$ cat src/rtl/dreq_pkg.sv
package dreq_pkg;
  localparam int REG_W = 8;
  localparam int ACTIVE_BIT = 6;
  localparam logic [REG_W-1:0] WRITABLE_MASK = 8'h3F;

  typedef struct packed {
    logic dualAddr;
    logic blockMode;
    logic endOff;
    logic ackOff;
    logic holdOff;
    logic edgeSel;
  } cfgFields_t;

  typedef struct packed {
    logic acceptNow;
    logic busyNow;
    logic activeNow;
  } ctrlStrobes_t;

  typedef enum logic [1:0] {
    ST_WAIT = 2'd0,
    ST_BUSY = 2'd1,
    ST_HOLD = 2'd2
  } chanState_t;
endpackage

$ cat src/rtl/dreq_datapath.sv
module dreq_datapath
  import dreq_pkg::*;
#(
  parameter int SYNC_STAGES = 2
) (
  input  logic             clk,
  input  logic             rstN,
  input  logic             cfgWrEn,
  input  logic [REG_W-1:0] cfgWrData,
  input  logic             xferEnable,
  input  logic             xferLast,
  input  logic             reqN,
  input  ctrlStrobes_t     strb,
  output cfgFields_t       cfg,
  output logic             reqHit,
  output logic [REG_W-1:0] cfgRdData,
  output logic             ackN,
  output logic             endN
);
  logic [REG_W-1:0]       cfgQ;
  logic [SYNC_STAGES-1:0] syncQ;
  logic reqSync, reqPrev, fall, firstReq, edgeSeen, useLevel;

  always_ff @(posedge clk or negedge rstN) begin
    if (!rstN) cfgQ <= '0;
    else if (cfgWrEn) cfgQ <= cfgWrData & WRITABLE_MASK;
  end

  assign cfg = cfgFields_t'(cfgQ[5:0]);

  always_comb begin
    cfgRdData = cfgQ;
    cfgRdData[ACTIVE_BIT] = strb.activeNow;
  end

  generate
    if (SYNC_STAGES > 1) begin : g_chain
      always_ff @(posedge clk or negedge rstN) begin
        if (!rstN) syncQ <= '1;
        else syncQ <= {syncQ[SYNC_STAGES-2:0], reqN};
      end
    end else begin : g_single
      always_ff @(posedge clk or negedge rstN) begin
        if (!rstN) syncQ <= '1;
        else syncQ <= reqN;
      end
    end
  endgenerate

  assign reqSync = syncQ[SYNC_STAGES-1];
  assign fall = reqPrev & ~reqSync;

  always_ff @(posedge clk or negedge rstN) begin
    if (!rstN) begin
      reqPrev  <= 1'b1;
      firstReq <= 1'b1;
      edgeSeen <= 1'b0;
    end else begin
      reqPrev <= reqSync;
      if (!xferEnable) begin
        firstReq <= 1'b1;
        edgeSeen <= 1'b0;
      end else if (strb.acceptNow) begin
        firstReq <= 1'b0;
        edgeSeen <= 1'b0;
      end else if (fall) begin
        edgeSeen <= 1'b1;
      end
    end
  end

  assign useLevel = ~cfg.edgeSel | cfg.blockMode | firstReq;
  assign reqHit = xferEnable & (useLevel ? ~reqSync : (edgeSeen | fall));

  assign ackN = ~(strb.busyNow & ~cfg.dualAddr & ~cfg.ackOff);
  assign endN = ~(strb.busyNow & xferLast & ~cfg.endOff);

  p_ack_gate_r6: assert property (@(posedge clk) disable iff (!rstN)
    !ackN |-> (!cfg.dualAddr && !cfg.ackOff && strb.activeNow));
  p_end_gate_r7: assert property (@(posedge clk) disable iff (!rstN)
    !endN |-> (xferLast && !cfg.endOff && strb.activeNow));
  p_edge_rule_r2: assert property (@(posedge clk) disable iff (!rstN)
    (strb.acceptNow && cfg.edgeSel && !cfg.blockMode && !firstReq) |-> (edgeSeen || fall));
  p_reserved_zero_r8: assert property (@(posedge clk) disable iff (!rstN)
    cfgRdData[7] == 1'b0);
endmodule

$ cat src/rtl/dreq_control.sv
module dreq_control
  import dreq_pkg::*;
(
  input  logic         clk,
  input  logic         rstN,
  input  logic         xferEnable,
  input  logic         reqHit,
  input  logic         xferDone,
  input  logic         holdOff,
  output ctrlStrobes_t strb,
  output logic         xferStart
);
  chanState_t state, stateNext;

  always_comb begin
    stateNext = state;
    if (!xferEnable) stateNext = ST_WAIT;
    else begin
      unique case (state)
        ST_WAIT: if (reqHit) stateNext = ST_BUSY;
        ST_BUSY: if (xferDone) stateNext = holdOff ? ST_HOLD : ST_WAIT;
        ST_HOLD: stateNext = ST_WAIT;
        default: stateNext = ST_WAIT;
      endcase
    end
  end

  always_ff @(posedge clk or negedge rstN) begin
    if (!rstN) state <= ST_WAIT;
    else state <= stateNext;
  end

  assign strb.acceptNow = (state == ST_WAIT) & reqHit;
  assign strb.busyNow   = (state == ST_BUSY);
  assign strb.activeNow = (state != ST_WAIT);
  assign xferStart      = strb.acceptNow;

  p_hold_gap_r4: assert property (@(posedge clk) disable iff (!rstN)
    (strb.busyNow && xferDone && holdOff && xferEnable) |=> !xferStart);
  p_disable_idle_r5: assert property (@(posedge clk) disable iff (!rstN)
    !xferEnable |=> !strb.activeNow);
  p_start_pulse_r1: assert property (@(posedge clk) disable iff (!rstN)
    xferStart |=> !xferStart);
  p_start_active_r5: assert property (@(posedge clk) disable iff (!rstN)
    (xferStart && xferEnable) |=> strb.activeNow);
endmodule

$ cat src/rtl/dreq_accept_unit.sv
module dreq_accept_unit
  import dreq_pkg::*;
#(
  parameter int SYNC_STAGES = 2
) (
  input  logic       clk,
  input  logic       rstN,
  input  logic       cfgWrEn,
  input  logic [7:0] cfgWrData,
  output logic [7:0] cfgRdData,
  input  logic       xferEnable,
  input  logic       xferDone,
  input  logic       xferLast,
  input  logic       reqN,
  output logic       xferStart,
  output logic       ackN,
  output logic       endN
);
  ctrlStrobes_t strb;
  cfgFields_t   cfg;
  logic         reqHit;

  dreq_datapath #(.SYNC_STAGES(SYNC_STAGES)) i_datapath (
    .clk(clk), .rstN(rstN), .cfgWrEn(cfgWrEn), .cfgWrData(cfgWrData),
    .xferEnable(xferEnable), .xferLast(xferLast), .reqN(reqN), .strb(strb),
    .cfg(cfg), .reqHit(reqHit), .cfgRdData(cfgRdData), .ackN(ackN), .endN(endN)
  );

  dreq_control i_control (
    .clk(clk), .rstN(rstN), .xferEnable(xferEnable), .reqHit(reqHit),
    .xferDone(xferDone), .holdOff(cfg.holdOff), .strb(strb), .xferStart(xferStart)
  );
endmodule

$ cat config.mk
export PLATFORM = sky130hd
export DESIGN_NAME = dreq_accept_unit
export DESIGN_NICKNAME = d
export VERILOG_FILES = /design/src/rtl/dreq_pkg.sv /design/src/rtl/dreq_datapath.sv /design/src/rtl/dreq_control.sv /design/src/rtl/dreq_accept_unit.sv
export SDC_FILE = /design/constraint.sdc
export NUM_CORES = 1
export LEC_CHECK = 0
export BUFFER_PORTS_ARGS = -buffer_cell sky130_fd_sc_hd__buf_2
export CORE_MARGIN = 2
export CORE_UTILIZATION = 43
export DETAILED_ROUTE_END_ITERATION = 8
export PLACE_DENSITY = 0.75
export SYNTH_ARGS = -nofsm -noshare
export SYNTH_HDL_FRONTEND = slang
export SYNTH_SLANG_ARGS = --single-unit
$ cat constraint.sdc
create_clock -name clk -period 1.5 [get_ports clk]
set_input_delay 0.15 -clock clk [delete_from_list [all_inputs] [get_ports clk]]
set_output_delay 0.15 -clock clk [all_outputs]
set_load 0.02 [all_outputs]
==> results.toml, run 1 <==
[cells_and_area]
regArea_um2 = 330
antennaDiodeCount = 0
multiInputGateArea_um2 = 211
layout_common_cells = "21 x buf_2, 9 x dfrtp_1, 5 x mux2_2, 5 x buf_4, 4 x dfstp_2"
instances_no_fill = 89
syn2layout_area_growth_pct = 37.3
nets = 90
drive_above_1_share_pct = 62.2
nFillCells = 95
design_area_um2 = 769
layout_commonest_cell = "buf_2"

[synthesis]
ys_types = 24
ys_seq_area_share_pct = 58.9
yosysWarnings = 0
syn_nets = 59
synthCells = 44
synth_seq_cells = 13
synth_area_per_cell_um2 = 12.7
synth_area_um2 = 561

[floorplanning]
dieWidth_um = 40.1
die_h_um = 40.1
initial_core_util_pct = 44.8
coreArea_um2 = 1250
fp-row-count = 13
die_area_um2 = 1610
num_io_pins = 26

[global_route]
grt_pass1_vias = 382
grt_max_degree = 14
grt_usage_pct = 16.5
grt_pass1_wl_um = 1650
overflow = 0
antenna_found_initial = 0

[power_and_ir_drop]
ir_drop_mv = 0.612
p_per_area_nw_per_um2 = 995
finalPower_uw = 766
p_leak_nw = 0.368

[detailed_routing]
ant_nets = 0
routed_wl_um = 1060
drcViolationCount = 0
first_pass_iters = 4
dr.first_iter.drc_count = 8
via_count = 444
wl_per_cell_um = 11.9
via_per_inst = 4.99

[timing]
min_period_ns = 1.67
holdWs_ns = 0.0328
setup_viol = 2
clock.fmax_mhz = 600
maxSlewViolCount = 0
postLayoutSetupSlackWorst_ns = -0.167
finalHoldViolations = 0
clock_skew_ns = 0.00173
rsz0062_at_grt = "true"
finalCritPeriodShare_pct = 111

[worst_setup_path]
start_kind = "register"
worstPathArrival_ns = 1.52
critPathCaptureType = "primary output"
required_ns = 1.35
worstPathMaxFanout = 2
crit_type = "register to primary output"

[place]
gp_congestion = 0.675
io_buffers = 22
hpwlAfterDp_um = 733
postPlaceCellArea_um2 = 686
place_inst = 80

[clock_tree]
cts_buffers = 3
cts.clk_slew.worst_paths_ns = 0.08
clk_latency_ns = 0.27
clockRootBuffer = "clkbuf_4"
cts_num_sinks = 13
cts_tree = "built"
cts_buffer_depth = 2
cts_max_level = 1

[flow_run]
drv_cap = 0

[hold_path]
hold_class = "primary input to register"

[status]
failed_checks = "negative setup slack"
status = "finished, violations left"
-- cell usage after synthesis --
cell       number  share of area [%]
a211oi_2        1                2.2
nor2b_1         1                1.1
conb_1          1               0.67
nand2_1         2                1.3
nor2_1          1               0.67
or4b_4          1                2.5
and4bb_2        1                2.2
or2_2           1                1.1
nand2b_1        1                1.1
or4b_2          1                1.8
o21ai_0         3                2.7
clkbuf_1        1               0.67
nand3_1         1               0.89
a21boi_0        1                1.3
mux2_2          5                 10
inv_1           2                1.3
nor3_1          1               0.89
a21oi_1         1               0.89
a211oi_1        1                1.3
nand4bb_1       1                2.0
buf_4           2                2.7
o311ai_0        1                1.6
dfrtp_1         9                 40
dfstp_2         4                 19
-- final timing paths --
path	cells after the start	start	slack, ns	to
setup / recovery	4	i_datapath.reqPrev	-0.17	xferStart
hold / removal	2	xferEnable	0.03	i_datapath.firstReq
setup reg to reg	4	i_datapath.reqPrev	0.07	i_control.state[0]
hold reg to reg	0	i_datapath.syncQ[0]	0.36	i_datapath.syncQ[1]
min in group asynchronous	2	rstN	0.27	i_datapath.edgeSeen
max in group asynchronous	2	rstN	0.96	i_datapath.syncQ[0]
-- area by class of cell --
class / instances / area share [%]
clock buffer: 3 / 2.93
clock inverter: 1 / 0.650
inverter: 2 / 0.976
multi-input combinational: 26 / 27.5
sequential: 13 / 42.9
tap: 15 / 2.44
timing repair buffer: 29 / 22.6
-- where the power goes --
part	internal (mW)	switching [mW]
clock	0.0988	0.118
combinational	0.0717	0.0774
sequential	0.382	0.0184
-- worst max-delay path, cell delays in order (launching register included) --
cell and delay (ns):
dfstp_2 0.38, or4b_4 0.53, a21oi_2 0.13, nor3_1 0.05, buf_2 0.15
-- registers in the layout, indices dropped and copies added (netlist names) --
signal / flops
i_control.state: 2
i_datapath.syncQ: 2
i_datapath.firstReq: 1
i_datapath.edgeSeen: 1
i_datapath.cfgQ: 6
i_datapath.reqPrev: 1
-- logic make-up (layout without fill, tap and decap cells) --
family	after synthesis	count (layout)	share of synthesized area, %
buffers and inverters	5	35	4.69
other	1	1	0.669
AOI/OAI and AO/OA	8	8	10.0
and+or+nand+nor	12	12	15.6
muxes	5	5	10.0
DFF	13	13	58.9
-- per-layer routing --
metal / part of all wire, % / global-route usage (%) / vias up
li1: - / - / 216
met1: 45 / 21.8 / 212
met2: 49 / 23.4 / 14
met3: 5.6 / 5.00 / 2
met4: 0.47 / 10.3 / 0
met5: 0 / 0 / -
-- repair_timing --
| action | in CTS | in global routing |
|---|---|---|
| setup buffers | 3 | 0 |
| hold buffers | 2 | 0 |
| endpoints found under the hold margin | 14 | 0 |
| endpoints found under the setup margin | 2 | 3 |
| gates resized for setup | 4 | 0 |
| pin swaps | 4 | 1 |
-- stage by stage --
| stage | setup TNS (ns) | util, % | worst slack (ns) |
|---|---|---|---|
| after floorplan | 0 | - | 0.0208 |
| after CTS | -0.197 | 61.4 | -0.187 |
| after global placement | 0 | 54.7 | 0.0627 |
| after global routing | -0.302 | 61.4 | -0.243 |
| final | -0.182 | 61.4 | -0.167 |
| after detailed placement | 0 | 54.7 | 0.0415 |
No activity file was read; power rests on OpenSTA's default activity.
==> run 2: changes to the inputs <==
- CORE_AREA: default -> 2 2 39 41
- CORE_MARGIN: 2 -> default
- CORE_UTILIZATION: 43 -> default
- CTS_BUF_LIST: default -> sky130_fd_sc_hd__clkbuf_4 sky130_fd_sc_hd__clkbuf_8
- DIE_AREA: default -> 0 0 41 43
- PLACE_DENSITY: 0.75 -> 0.73
==> results.toml, run 2 (synthesis gave the netlist of run 1 again) <==
[status]
status = "finished, violations left"
failed_checks = "negative setup slack"

[power_and_ir_drop]
ir_drop_mv = 0.656
seq_power_share_pct = 51.2
swShare_pct = 26.5
p_per_area_nw_per_um2 = 1010
p_comb_share_pct = 19.4
power.switching_uw = 207
p_leak_nw = 0.369
cellInternalPower_uw = 576
finalPower_uw = 783
p_clk_share_pct = 29.4

[hold_path]
min-delay-start = "xferEnable"
whs_endpoint = "i_datapath.firstReq"
hold_class = "primary input to register"
hold_depth = 2

[place]
gp_congestion = 0.688
io_buffers = 22
place_inst = 81

[cells_and_area]
instances_no_fill = 90
nFillCells = 125
drive_above_1_share_pct = 62.2
top_regs = "i_datapath.cfgQ x6, i_control.state x2, i_datapath.syncQ x2"
layout_common_cells = "20 x buf_2, 9 x dfrtp_1, 6 x buf_4"
largest-register = "i_datapath.cfgQ"
syn2layout_area_growth_pct = 38.4
layout_commonest_cell = "buf_2"
largest_reg_flops = 6
nets = 90
final_core_util_pct = 56.1
antennaDiodeCount = 0

[floorplanning]
fp-row-count = 14
dieWidth_um = 41
num_io_pins = 26
coreArea_um2 = 1380
initial_core_util_pct = 40.5
die_h_um = 43
die_area_um2 = 1760

[timing]
clock.fmax_mhz = 599
finalHoldViolations = 0
min_period_ns = 1.67
rsz0062_at_grt = "true"
maxSlewViolCount = 0
setup_viol = 1
postLayoutSetupSlackWorst_ns = -0.170
finalCritPeriodShare_pct = 111
clock_skew_ns = 0.00603
timing.setup.tns_ns = -0.170

[detailed_routing]
routed_wl_um = 1150
dr_wl_met3_um = 67
first_pass_iters = 4
drt-met1-wl_um = 483
ant_nets = 0
drcViolationCount = 0
top_layer = "met4"
via_per_inst = 4.82
dr.first_iter.drc_count = 5
wl_met2_um = 586
wl_per_cell_um = 12.8
via_count = 434

[worst_setup_path]
worstPathMaxFanout = 2
reg2reg_to = "i_control.state[0]"
r2r_cells = 4
reg2reg_from = "i_datapath.reqPrev"
start_kind = "register"
critPathCaptureType = "primary output"
critPathLaunch = "i_datapath.reqPrev"
rrSetupSlack_ns = 0.06
required_ns = 1.35
crit_type = "register to primary output"
worstPathArrival_ns = 1.52

[clock_tree]
cts.clk_slew.worst_paths_ns = 0.08
cts_tree = "built"
cts_buffer_depth = 2
clockRootBuffer = "clkbuf_4"
cts_buffers = 3
cts_max_level = 1
cts_num_sinks = 13
clk_latency_ns = 0.27

[global_route]
grt_pass1_wl_um = 1590
antenna_found_initial = 0
grt_usage_pct = 13.9
overflow = 0
grt_pass1_vias = 368
grt_max_degree = 14

[flow_run]
drv_cap = 0
## run 2: cell types whose count changed in the layout (fill, tap and decap cells not counted), sizes merged
cell    delta
clkbuf     +1
clkinv     -1
## run 2: final cells by class
cell class	count	area, µm²	area share (%)
flip-flops and latches	13	330	42.6
multi-input cells	26	211	27.3
repair buffers	29	176	22.7
clock buffers	4	30.0	3.87
well taps	16	20.0	2.58
inverters	2	7.51	0.968
## run 2: metal layers
layer | up-vias | GRT usage, %
met3 | 2 | 3.66
met1 | 207 | 16.5
met5 | - | 0
li1 | 212 | -
met4 | 0 | 8.00
met2 | 13 | 21.6
## run 2: worst max-delay path by stage
stage	end	depth (start not counted)
after floorplan	xferStart	3
after global placement	xferStart	4
after detailed placement	xferStart	4
after CTS	xferStart	4
after global routing	xferStart	4
final	xferStart	4
## run 2: what timing repair did
item	4_1_cts	5_1_grt
hold buffers	2	0
pin swaps	2	1
setup endpoints to repair	2	2
buffers inserted	2	1
gates cloned	0	0
gates resized for setup	4	1
hold endpoints to repair	10	0
## run 2: worst max-delay path: stages, from the launching register on
cell and delay [ns]:
dfstp_2 0.38, or4b_4 0.54, a21oi_2 0.13, nor3_1 0.06, buf_4 0.15
## run 2: power by group through the flow
stage	logic, mW	clock network (mW)	registers (mW)
finish	0.152	0.230	0.401
global route	0.163	0.247	0.405
CTS	0.147	0.238	0.401
detailed placement	0.137	0	0.407
global placement	0.134	0	0.405
floorplan	0.0634	0	0.423
## run 2: stage by stage
| stage | setup WS [ns] | instance area (µm²) | hold slack, ns |
|---|---|---|---|
| 6_report | -0.170 | 776 | 0.0285 |
| 5_1_grt | -0.218 | 776 | 0.0365 |
| 4_1_cts | -0.170 | 766 | 0.0270 |
| 3_5_place_dp | 0.0626 | 687 | 0.0509 |
| 3_3_place_gp | 0.0723 | 687 | 0.0445 |
| 2_1_floorplan | 0.0208 | 561 | -0.146 |
